--- src/rtl/tmr16_pkg.sv ---
package tmr16_pkg;
    typedef enum logic {
        EXT_LOW  = 1'b0,
        EXT_HIGH = 1'b1
    } edge_st_t;

    localparam logic [1:0] ADDR_CTRL = 2'd0;
    localparam logic [1:0] ADDR_LO   = 2'd1;
    localparam logic [1:0] ADDR_HI   = 2'd2;
    localparam logic [1:0] ADDR_FLAG = 2'd3;

    localparam int BIT_RUN    = 0;
    localparam int BIT_EXT    = 1;
    localparam int BIT_BYPASS = 2;
    localparam int BIT_PS_LO  = 4;
    localparam int BIT_ATOMIC = 7;

    localparam logic [7:0] CTRL_MASK = 8'hB7;
endpackage

--- src/rtl/tmr16_edge.sv ---
module tmr16_edge
    import tmr16_pkg::*;
#(
    parameter int SYNC_STAGES = 2
) (
    input  logic clk,
    input  logic rst_n,
    input  logic ext_in,
    input  logic bypass,
    output logic rise
);
    logic [SYNC_STAGES-1:0] sync_q;
    logic                   sample;
    edge_st_t               state_q;
    edge_st_t               state_d;

    generate
        if (SYNC_STAGES == 1) begin : g_one
            always_ff @(posedge clk or negedge rst_n) begin
                if (!rst_n) sync_q <= '0;
                else        sync_q <= ext_in;
            end
        end else begin : g_chain
            always_ff @(posedge clk or negedge rst_n) begin
                if (!rst_n) sync_q <= '0;
                else        sync_q <= {sync_q[SYNC_STAGES-2:0], ext_in};
            end
        end
    endgenerate

    assign sample = bypass ? ext_in : sync_q[SYNC_STAGES-1];

    always_comb begin
        unique case (state_q)
            EXT_LOW:  state_d = sample ? EXT_HIGH : EXT_LOW;
            EXT_HIGH: state_d = sample ? EXT_HIGH : EXT_LOW;
        endcase
    end

    always_ff @(posedge clk or negedge rst_n) begin
        if (!rst_n) state_q <= EXT_HIGH;
        else        state_q <= state_d;
    end

    always_comb begin
        unique case (state_q)
            EXT_LOW:  rise = sample;
            EXT_HIGH: rise = 1'b0;
        endcase
    end

    // a rise pulse always leaves the machine in EXT_HIGH
    a_r6_rise_to_high: assert property (@(posedge clk) disable iff (!rst_n)
        rise |=> (state_q == EXT_HIGH));
    // no pulse is ever produced from EXT_HIGH
    a_r6_no_rise_high: assert property (@(posedge clk) disable iff (!rst_n)
        (state_q == EXT_HIGH) |-> !rise);
endmodule

--- src/rtl/tmr16_prescale.sv ---
module tmr16_prescale #(
    parameter int PS_BITS = 2
) (
    input  logic               clk,
    input  logic               rst_n,
    input  logic               clr,
    input  logic               evt,
    input  logic [PS_BITS-1:0] sel,
    output logic               inc
);
    localparam int CW = (1 << PS_BITS) - 1;

    logic [CW-1:0] pcnt_q;
    logic [CW-1:0] div_m1;

    always_comb begin
        for (int i = 0; i < CW; i++) begin
            div_m1[i] = (i < int'(sel));
        end
    end

    assign inc = evt && (pcnt_q == div_m1);

    always_ff @(posedge clk or negedge rst_n) begin
        if (!rst_n)      pcnt_q <= '0;
        else if (clr)    pcnt_q <= '0;
        else if (inc)    pcnt_q <= '0;
        else if (evt)    pcnt_q <= pcnt_q + 1'b1;
    end

    // a clear always restarts the division
    a_r3_clear_restarts: assert property (@(posedge clk) disable iff (!rst_n)
        clr |=> (pcnt_q == '0));
    // with no event the prescaler holds
    a_r3_hold_no_evt: assert property (@(posedge clk) disable iff (!rst_n)
        (!evt && !clr) |=> $stable(pcnt_q));
endmodule

--- src/rtl/tmr16_buffered.sv ---
module tmr16_buffered
    import tmr16_pkg::*;
#(
    parameter int SYNC_STAGES = 2,
    parameter int PS_BITS     = 2
) (
    input  logic       clk,
    input  logic       rst_n,
    input  logic       tick_en,
    input  logic       ext_clk,
    input  logic       evt_trig,
    input  logic [1:0] bus_addr,
    input  logic       bus_wr,
    input  logic       bus_rd,
    input  logic [7:0] bus_wdata,
    output logic [7:0] bus_rdata,
    output logic       ovf_flag
);
    logic [7:0]         ctrl_q;
    logic [15:0]        cnt_q;
    logic [7:0]         shadow_q;
    logic               run, ext_sel, bypass, atomic;
    logic [PS_BITS-1:0] ps_sel;
    logic               rise, src_evt, inc;
    logic               wr_lo, wr_hi, cnt_load, flag_clr, flag_set;

    assign run     = ctrl_q[BIT_RUN];
    assign ext_sel = ctrl_q[BIT_EXT];
    assign bypass  = ctrl_q[BIT_BYPASS];
    assign atomic  = ctrl_q[BIT_ATOMIC];
    assign ps_sel  = ctrl_q[BIT_PS_LO +: PS_BITS];

    tmr16_edge #(.SYNC_STAGES(SYNC_STAGES)) u_edge (
        .clk    (clk),
        .rst_n  (rst_n),
        .ext_in (ext_clk),
        .bypass (bypass),
        .rise   (rise)
    );

    assign src_evt = run && (ext_sel ? rise : tick_en);

    assign wr_lo    = bus_wr && (bus_addr == ADDR_LO);
    assign wr_hi    = bus_wr && (bus_addr == ADDR_HI) && !atomic;
    assign cnt_load = wr_lo || wr_hi;
    assign flag_clr = bus_wr && (bus_addr == ADDR_FLAG) && bus_wdata[0];
    assign flag_set = inc && (cnt_q == 16'hFFFF) && !evt_trig && !cnt_load;

    tmr16_prescale #(.PS_BITS(PS_BITS)) u_ps (
        .clk   (clk),
        .rst_n (rst_n),
        .clr   (evt_trig || cnt_load),
        .evt   (src_evt),
        .sel   (ps_sel),
        .inc   (inc)
    );

    always_ff @(posedge clk or negedge rst_n) begin
        if (!rst_n)
            ctrl_q <= '0;
        else if (bus_wr && (bus_addr == ADDR_CTRL))
            ctrl_q <= bus_wdata & CTRL_MASK;
    end

    always_ff @(posedge clk or negedge rst_n) begin
        if (!rst_n)        cnt_q <= '0;
        else if (evt_trig) cnt_q <= '0;
        else if (wr_lo)    cnt_q <= {(atomic ? shadow_q : cnt_q[15:8]), bus_wdata};
        else if (wr_hi)    cnt_q <= {bus_wdata, cnt_q[7:0]};
        else if (inc)      cnt_q <= cnt_q + 16'd1;
    end

    always_ff @(posedge clk or negedge rst_n) begin
        if (!rst_n)
            shadow_q <= '0;
        else if (atomic && bus_wr && (bus_addr == ADDR_HI))
            shadow_q <= bus_wdata;
        else if (atomic && bus_rd && (bus_addr == ADDR_LO))
            shadow_q <= cnt_q[15:8];
    end

    always_ff @(posedge clk or negedge rst_n) begin
        if (!rst_n) ovf_flag <= 1'b0;
        else        ovf_flag <= flag_set || (ovf_flag && !flag_clr);
    end

    always_comb begin
        unique case (bus_addr)
            ADDR_CTRL: bus_rdata = ctrl_q;
            ADDR_LO:   bus_rdata = cnt_q[7:0];
            ADDR_HI:   bus_rdata = atomic ? shadow_q : cnt_q[15:8];
            ADDR_FLAG: bus_rdata = {7'd0, ovf_flag};
        endcase
    end

    // trigger wins over everything
    a_r11_trig_clears: assert property (@(posedge clk) disable iff (!rst_n)
        evt_trig |=> (cnt_q == 16'd0));
    // wrap from all ones gives zero and a raised flag
    a_r10_wrap_sets_flag: assert property (@(posedge clk) disable iff (!rst_n)
        (inc && (cnt_q == 16'hFFFF) && !evt_trig && !cnt_load) |=> (ovf_flag && (cnt_q == 16'd0)));
    // flag is sticky until cleared
    a_r10_flag_sticky: assert property (@(posedge clk) disable iff (!rst_n)
        (ovf_flag && !flag_clr) |=> ovf_flag);
    // stopped counter holds
    a_r4_hold_when_off: assert property (@(posedge clk) disable iff (!rst_n)
        (!run && !evt_trig && !cnt_load) |=> $stable(cnt_q));
    // buffered low-byte read captures the live high byte
    a_r7_snapshot: assert property (@(posedge clk) disable iff (!rst_n)
        (atomic && bus_rd && !bus_wr && (bus_addr == ADDR_LO)) |=> (shadow_q == $past(cnt_q[15:8])));
    // buffered high-byte write leaves the counter untouched
    a_r8_hi_write_held: assert property (@(posedge clk) disable iff (!rst_n)
        (atomic && bus_wr && (bus_addr == ADDR_HI) && !evt_trig && !inc) |=> $stable(cnt_q));
endmodule

--- config.mk ---
export PLATFORM = sky130hd
export DESIGN_NAME = tmr16_buffered
export DESIGN_NICKNAME = d
export VERILOG_FILES = /design/src/rtl/tmr16_pkg.sv /design/src/rtl/tmr16_edge.sv /design/src/rtl/tmr16_prescale.sv /design/src/rtl/tmr16_buffered.sv
export SDC_FILE = /design/constraint.sdc
export NUM_CORES = 1
export LEC_CHECK = 0
export ABC_AREA = 1
export BUFFER_PORTS_ARGS = -buffer_cell sky130_fd_sc_hd__buf_2
export CAP_MARGIN = 25
export CORE_UTILIZATION = 59
export CTS_CLUSTER_SIZE = 14
export DETAILED_ROUTE_END_ITERATION = 10
export MAX_ROUTING_LAYER = met4
export PLACE_DENSITY = 0.9
export SKIP_LAST_GASP = 1
export SLEW_MARGIN = 30
export SYNTH_ARGS = -nofsm -noshare
export SYNTH_HDL_FRONTEND = slang
export SYNTH_SLANG_ARGS = --single-unit
export TNS_END_PERCENT = 30
--- constraint.sdc ---
create_clock -name clk -period 2 [get_ports clk]
set_clock_uncertainty 0.2 [all_clocks]
set_input_delay 0.4 -clock clk [delete_from_list [all_inputs] [get_ports clk]]
set_output_delay 0.4 -clock clk [all_outputs]
set_load 0.02 [all_outputs]
==> tab_implementation.tex <==
\begin{tabular}{lr}
\hline
Metric & Value \\
\hline
\multicolumn{2}{l}{\textbf{Power}} \\
\quad Power per standard cell area & 722 nW/um\^{}2 \\
\quad Static leakage & 1.50 nW \\
\quad Largest vdd supply drop & roughly 0.00058 V \\
\quad Total power & 0.00219 W \\
\multicolumn{2}{l}{\textbf{Worst setup path}} \\
\quad Register-to-Register Path Depth & 10 \\
\quad Critical Path End & bus\_rdata[1] \\
\quad Startpoint of the worst-slack reg-to-reg timing path & ctrl\_q[5] \\
\quad Worst reg-to-reg setup slack & 0.15 ns \\
\quad Endpoint class of the critical path & output pin \\
\quad Critical Path AT & 1.47 ns \\
\quad Kind of critical path & reg2out \\
\quad Peak fanout along the critical path & 20 \\
\quad Setup crit start kind & register \\
\quad Source of the critical timing path & ctrl\_q[7] \\
\quad Worst r2r dst & cnt\_q[7] \\
\quad CP Data Required Time & 1.40 ns \\
\multicolumn{2}{l}{\textbf{Timing}} \\
\quad Maximum clock frequency & 483 MHz \\
\quad Hold slack final & around 0.034 ns \\
\quad Number of slew-limit violations in the final report & 0 \\
\quad RSZ-0062 raised after global routing & yes \\
\quad Final period demand of the worst path & 2.07 ns \\
\quad Number of failing setup endpoints in the final timing report & 5 \\
\quad Least setup slack across all paths after layout & -0.0699 ns \\
\quad Hold Fails Final Rpt & 0 \\
\quad Fraction of the cycle the final worst path needs & 103\% \\
\quad Worst-margin pin slew & 0.430 ns \\
\quad Relative max-transition margin & 71.3\% \\
\multicolumn{2}{l}{\textbf{Routing}} \\
\quad Via count & 2,911 \\
\quad Vias per Instance & 6.15 \\
\quad Routed WL per cell & $\sim$17 um \\
\quad Drt pass-1 iters & 6 \\
\quad DRT iter0 DRCs & 383 \\
\quad Remaining antenna violation count & 0 \\
\quad Total Routed Length & 8.24 mm \\
\quad DRC errors left & 0 \\
\multicolumn{2}{l}{\textbf{Placed design}} \\
\quad Placed cell count & 464 \\
\quad RD Place Congestion & around 1.1 \\
\quad Count of buffers from port buffering & 25 \\
\quad Estimated wirelength of the detail-placed design & 6.12 mm \\
\multicolumn{2}{l}{\textbf{Final layout}} \\
\quad Synth-to-Final Area Change & 15.3\% \\
\quad Fraction of final layout cells sized beyond drive strength 1 & 18.4\% \\
\quad Ant diodes & 0 \\
\quad Post-Layout Cell Count & 473 \\
\quad Post-layout net count & 441 \\
\multicolumn{2}{l}{\textbf{Logic synthesis}} \\
\quad Cell area after synthesis & 2630 um\^{}2 \\
\quad Cell type with the highest aggregate area in the netlist & sky130\_fd\_sc\_hd\_\_dfrtp\_1 \\
\quad Number of warning messages in the yosys log & 0 \\
\quad Gate count after technology mapping & 385 \\
\quad Count of unique library cells instantiated by Yosys & 35 \\
\quad Register area share after synthesis & 35.2\% \\
\quad Top cell type's share of synthesized area & 34.2\% \\
\quad Biggest area contributors in the synthesized netlist & sky130\_fd\_sc\_hd\_\_dfrtp\_1, sky130\_fd\_sc\_hd\_\_nand2\_1, sky130\_fd\_sc\_hd\_\_nand3\_1 \\
\quad Net count of the mapped netlist & 404 \\
\quad Mean Syn Cell Area & 6.84 um\^{}2 \\
\quad Post-synthesis register bit count & 37 \\
\multicolumn{2}{l}{\textbf{Global route}} \\
\quad Via count of the first global-routing pass & approximately 2,700 \\
\quad Total congestion overflow & 0 \\
\quad Combined global-route utilization of all metal layers & 39.5\% \\
\quad Initial antenna violation count & 0 \\
\quad Global-route wire length before repair & $\sim$13 mm \\
\quad Maximum number of pins on one net before global-route repair & 22 \\
\multicolumn{2}{l}{\textbf{Clock tree}} \\
\quad CTS tree & done \\
\quad Number of buffers on the longest clock path & 2 \\
\quad Post CTS Setup Buffer Count & 0 \\
\quad Clk sinks & 37 \\
\quad Clock slew at reported path FFs & 0.08 ns \\
\quad CTS root buffer & sky130\_fd\_sc\_hd\_\_clkbuf\_8 \\
\quad CTS Buf Count & 5 \\
\quad Clk Latency, worst-skew pair & 0.29 ns \\
\quad CTS H-Tree Depth & 2 \\
\multicolumn{2}{l}{\textbf{Worst hold path}} \\
\quad Worst min-delay path category & in2reg \\
\quad Worst Hold Launch & ext\_clk \\
\quad Min-Delay Path Depth & 1 \\
\multicolumn{2}{l}{\textbf{Floorplanning}} \\
\quad Total I/O pin count & 26 \\
\quad Chip Width & 68.8 um \\
\quad Floorplan Core Area & between 4000 and 5000 um\^{}2 \\
\quad Effective utilization at floorplan & a little under two thirds \\
\quad Die Footprint & 4730 um\^{}2 \\
\quad Vertical die dimension & 68.8 um \\
\quad Site row count & 23 \\
\multicolumn{2}{l}{\textbf{Run status}} \\
\quad Failing checks & negative setup slack \\
\quad Status & finished, violations left \\
\multicolumn{2}{l}{\textbf{Run}} \\
\quad Max capacitance violation total & 0 \\
\hline
\end{tabular}
-- final cells by class --
cell class                 instances  area, um^2
multi-input combinational        290        1490
fill                             328        1110
sequential                        37         927
timing repair buffer              40         275
inverter                          48         185
clock buffer                       8        90.1
tap                               50        62.6
-- sequential cells by signal, summed over array words and instances (netlist names) --
| register | cells |
|---|---|
| cnt_q | 16 |
| shadow_q | 8 |
| ctrl_q | 6 |
| u_ps.pcnt_q | 3 |
| u_edge.sync_q | 2 |
| ovf_flag | 1 |
| u_edge.state_q | 1 |
-- worst min-delay path by stage --
stage / to / slack (ns)
floorplan: cnt_q[0] / -0.1
global placement: u_edge.sync_q[1] / 0.14
detailed placement: u_edge.sync_q[1] / 0.14
CTS: u_edge.sync_q[0] / 0.03
global route: u_edge.sync_q[0] / 0.03
finish: u_edge.sync_q[0] / 0.03
-- worst max-delay path, stage by stage, from the launching register on --
cell and delay, ns:
sky130_fd_sc_hd__dfrtp_1 0.40, sky130_fd_sc_hd__buf_12 0.17, sky130_fd_sc_hd__nand2_1 0.08, sky130_fd_sc_hd__o21ai_2 0.07, sky130_fd_sc_hd__a22oi_1 0.16, sky130_fd_sc_hd__o21ai_1 0.12, sky130_fd_sc_hd__buf_2 0.17
-- stage by stage --
step	setup slack, ns	util, %	cell area (um^2)	setup TNS, ns
6_report	-0.0699	73.2	3030	-0.179
5_1_grt	-0.0968	73.2	3030	-0.839
4_1_cts	-0.0453	72.2	2990	-0.225
3_5_place_dp	0.0609	69.3	2870	0
3_3_place_gp	0.110	69.3	2870	0
2_1_floorplan	0.0904	-	2630	0
-- metal layers --
| layer | share of wire (%) | track usage, % | wire length [um] |
|---|---|---|---|
| met1 | 40 | 53.0 | 3330 |
| met2 | 43 | 56.4 | 3570 |
| met3 | 12 | 6.41 | 996 |
| met4 | 4.2 | 22.2 | 346 |
| met5 | 0 | - | 0 |
-- cells in the mapped netlist --
cell / count
sky130_fd_sc_hd__nand2_1: 104
sky130_fd_sc_hd__inv_1: 45
sky130_fd_sc_hd__nand3_1: 45
sky130_fd_sc_hd__nor2_1: 40
sky130_fd_sc_hd__dfrtp_1: 36
sky130_fd_sc_hd__o21ai_0: 36
sky130_fd_sc_hd__a21oi_1: 15
sky130_fd_sc_hd__nand4_1: 10
sky130_fd_sc_hd__a22oi_1: 4
sky130_fd_sc_hd__buf_6: 4
sky130_fd_sc_hd__nor2_4: 4
sky130_fd_sc_hd__o22ai_1: 4
sky130_fd_sc_hd__nand2_2: 3
sky130_fd_sc_hd__nand2_4: 3
sky130_fd_sc_hd__nand3_2: 3
sky130_fd_sc_hd__o21ai_1: 3
sky130_fd_sc_hd__buf_2: 2
sky130_fd_sc_hd__buf_4: 2
sky130_fd_sc_hd__clkbuf_1: 2
sky130_fd_sc_hd__ha_1: 2
sky130_fd_sc_hd__inv_2: 2
sky130_fd_sc_hd__nand3b_1: 2
sky130_fd_sc_hd__o221ai_1: 2
sky130_fd_sc_hd__a21oi_2: 1
sky130_fd_sc_hd__a221oi_1: 1
sky130_fd_sc_hd__a221oi_2: 1
sky130_fd_sc_hd__dfstp_2: 1
sky130_fd_sc_hd__inv_6: 1
sky130_fd_sc_hd__nor2_8: 1
sky130_fd_sc_hd__o2111ai_1: 1
sky130_fd_sc_hd__o211ai_1: 1
sky130_fd_sc_hd__o21ai_2: 1
sky130_fd_sc_hd__o41ai_1: 1
sky130_fd_sc_hd__xnor2_1: 1
sky130_fd_sc_hd__xor2_1: 1
-- cells in the final DEF (no fill, tap or decap), drive strengths merged --
cell and count:
a21oi 16, nor2 45, nand3b 2, o2111ai 1, dfstp 1, dlygate4sd3 1, nand3 48, a22oi 4
nand4 10, o22ai 4, o211ai 1, ha 2, o21ai 40, nand2 110, inv 48, dfrtp 36
clkbuf 8, buf 39, xnor2 1, xor2 1, a221oi 2, o221ai 2, o41ai 1
-- repair_timing --
action / in CTS / in global routing
gates resized for setup: 13 / 15
endpoints found under the hold margin: 16 / 0
hold buffers: 1 / 0
endpoints found under the setup margin: 8 / 22
cloned: 0 / 0
pin swaps: 1 / 1
-- cells by family (layout without fill, tap and decap cells) --
kind of cell | after synthesis | in the layout | share of synthesized area, %
compound gates | 71 | 71 | 15.5
xor+xnor | 2 | 2 | 0.666
fa+ha+maj | 2 | 2 | 0.950
buf+inv | 58 | 96 | 9.98
flops | 37 | 37 | 35.2
simple gates | 215 | 215 | 37.6
-- report_power, final --
group / switching (W) / internal, W / total (W)
logic: 0.000442 / 0.000247 / 0.000689
registers: 0.000100 / 0.000851 / 0.000951
clock network: 0.000268 / 0.000281 / 0.000549
Power figures use the tool's default switching activity.
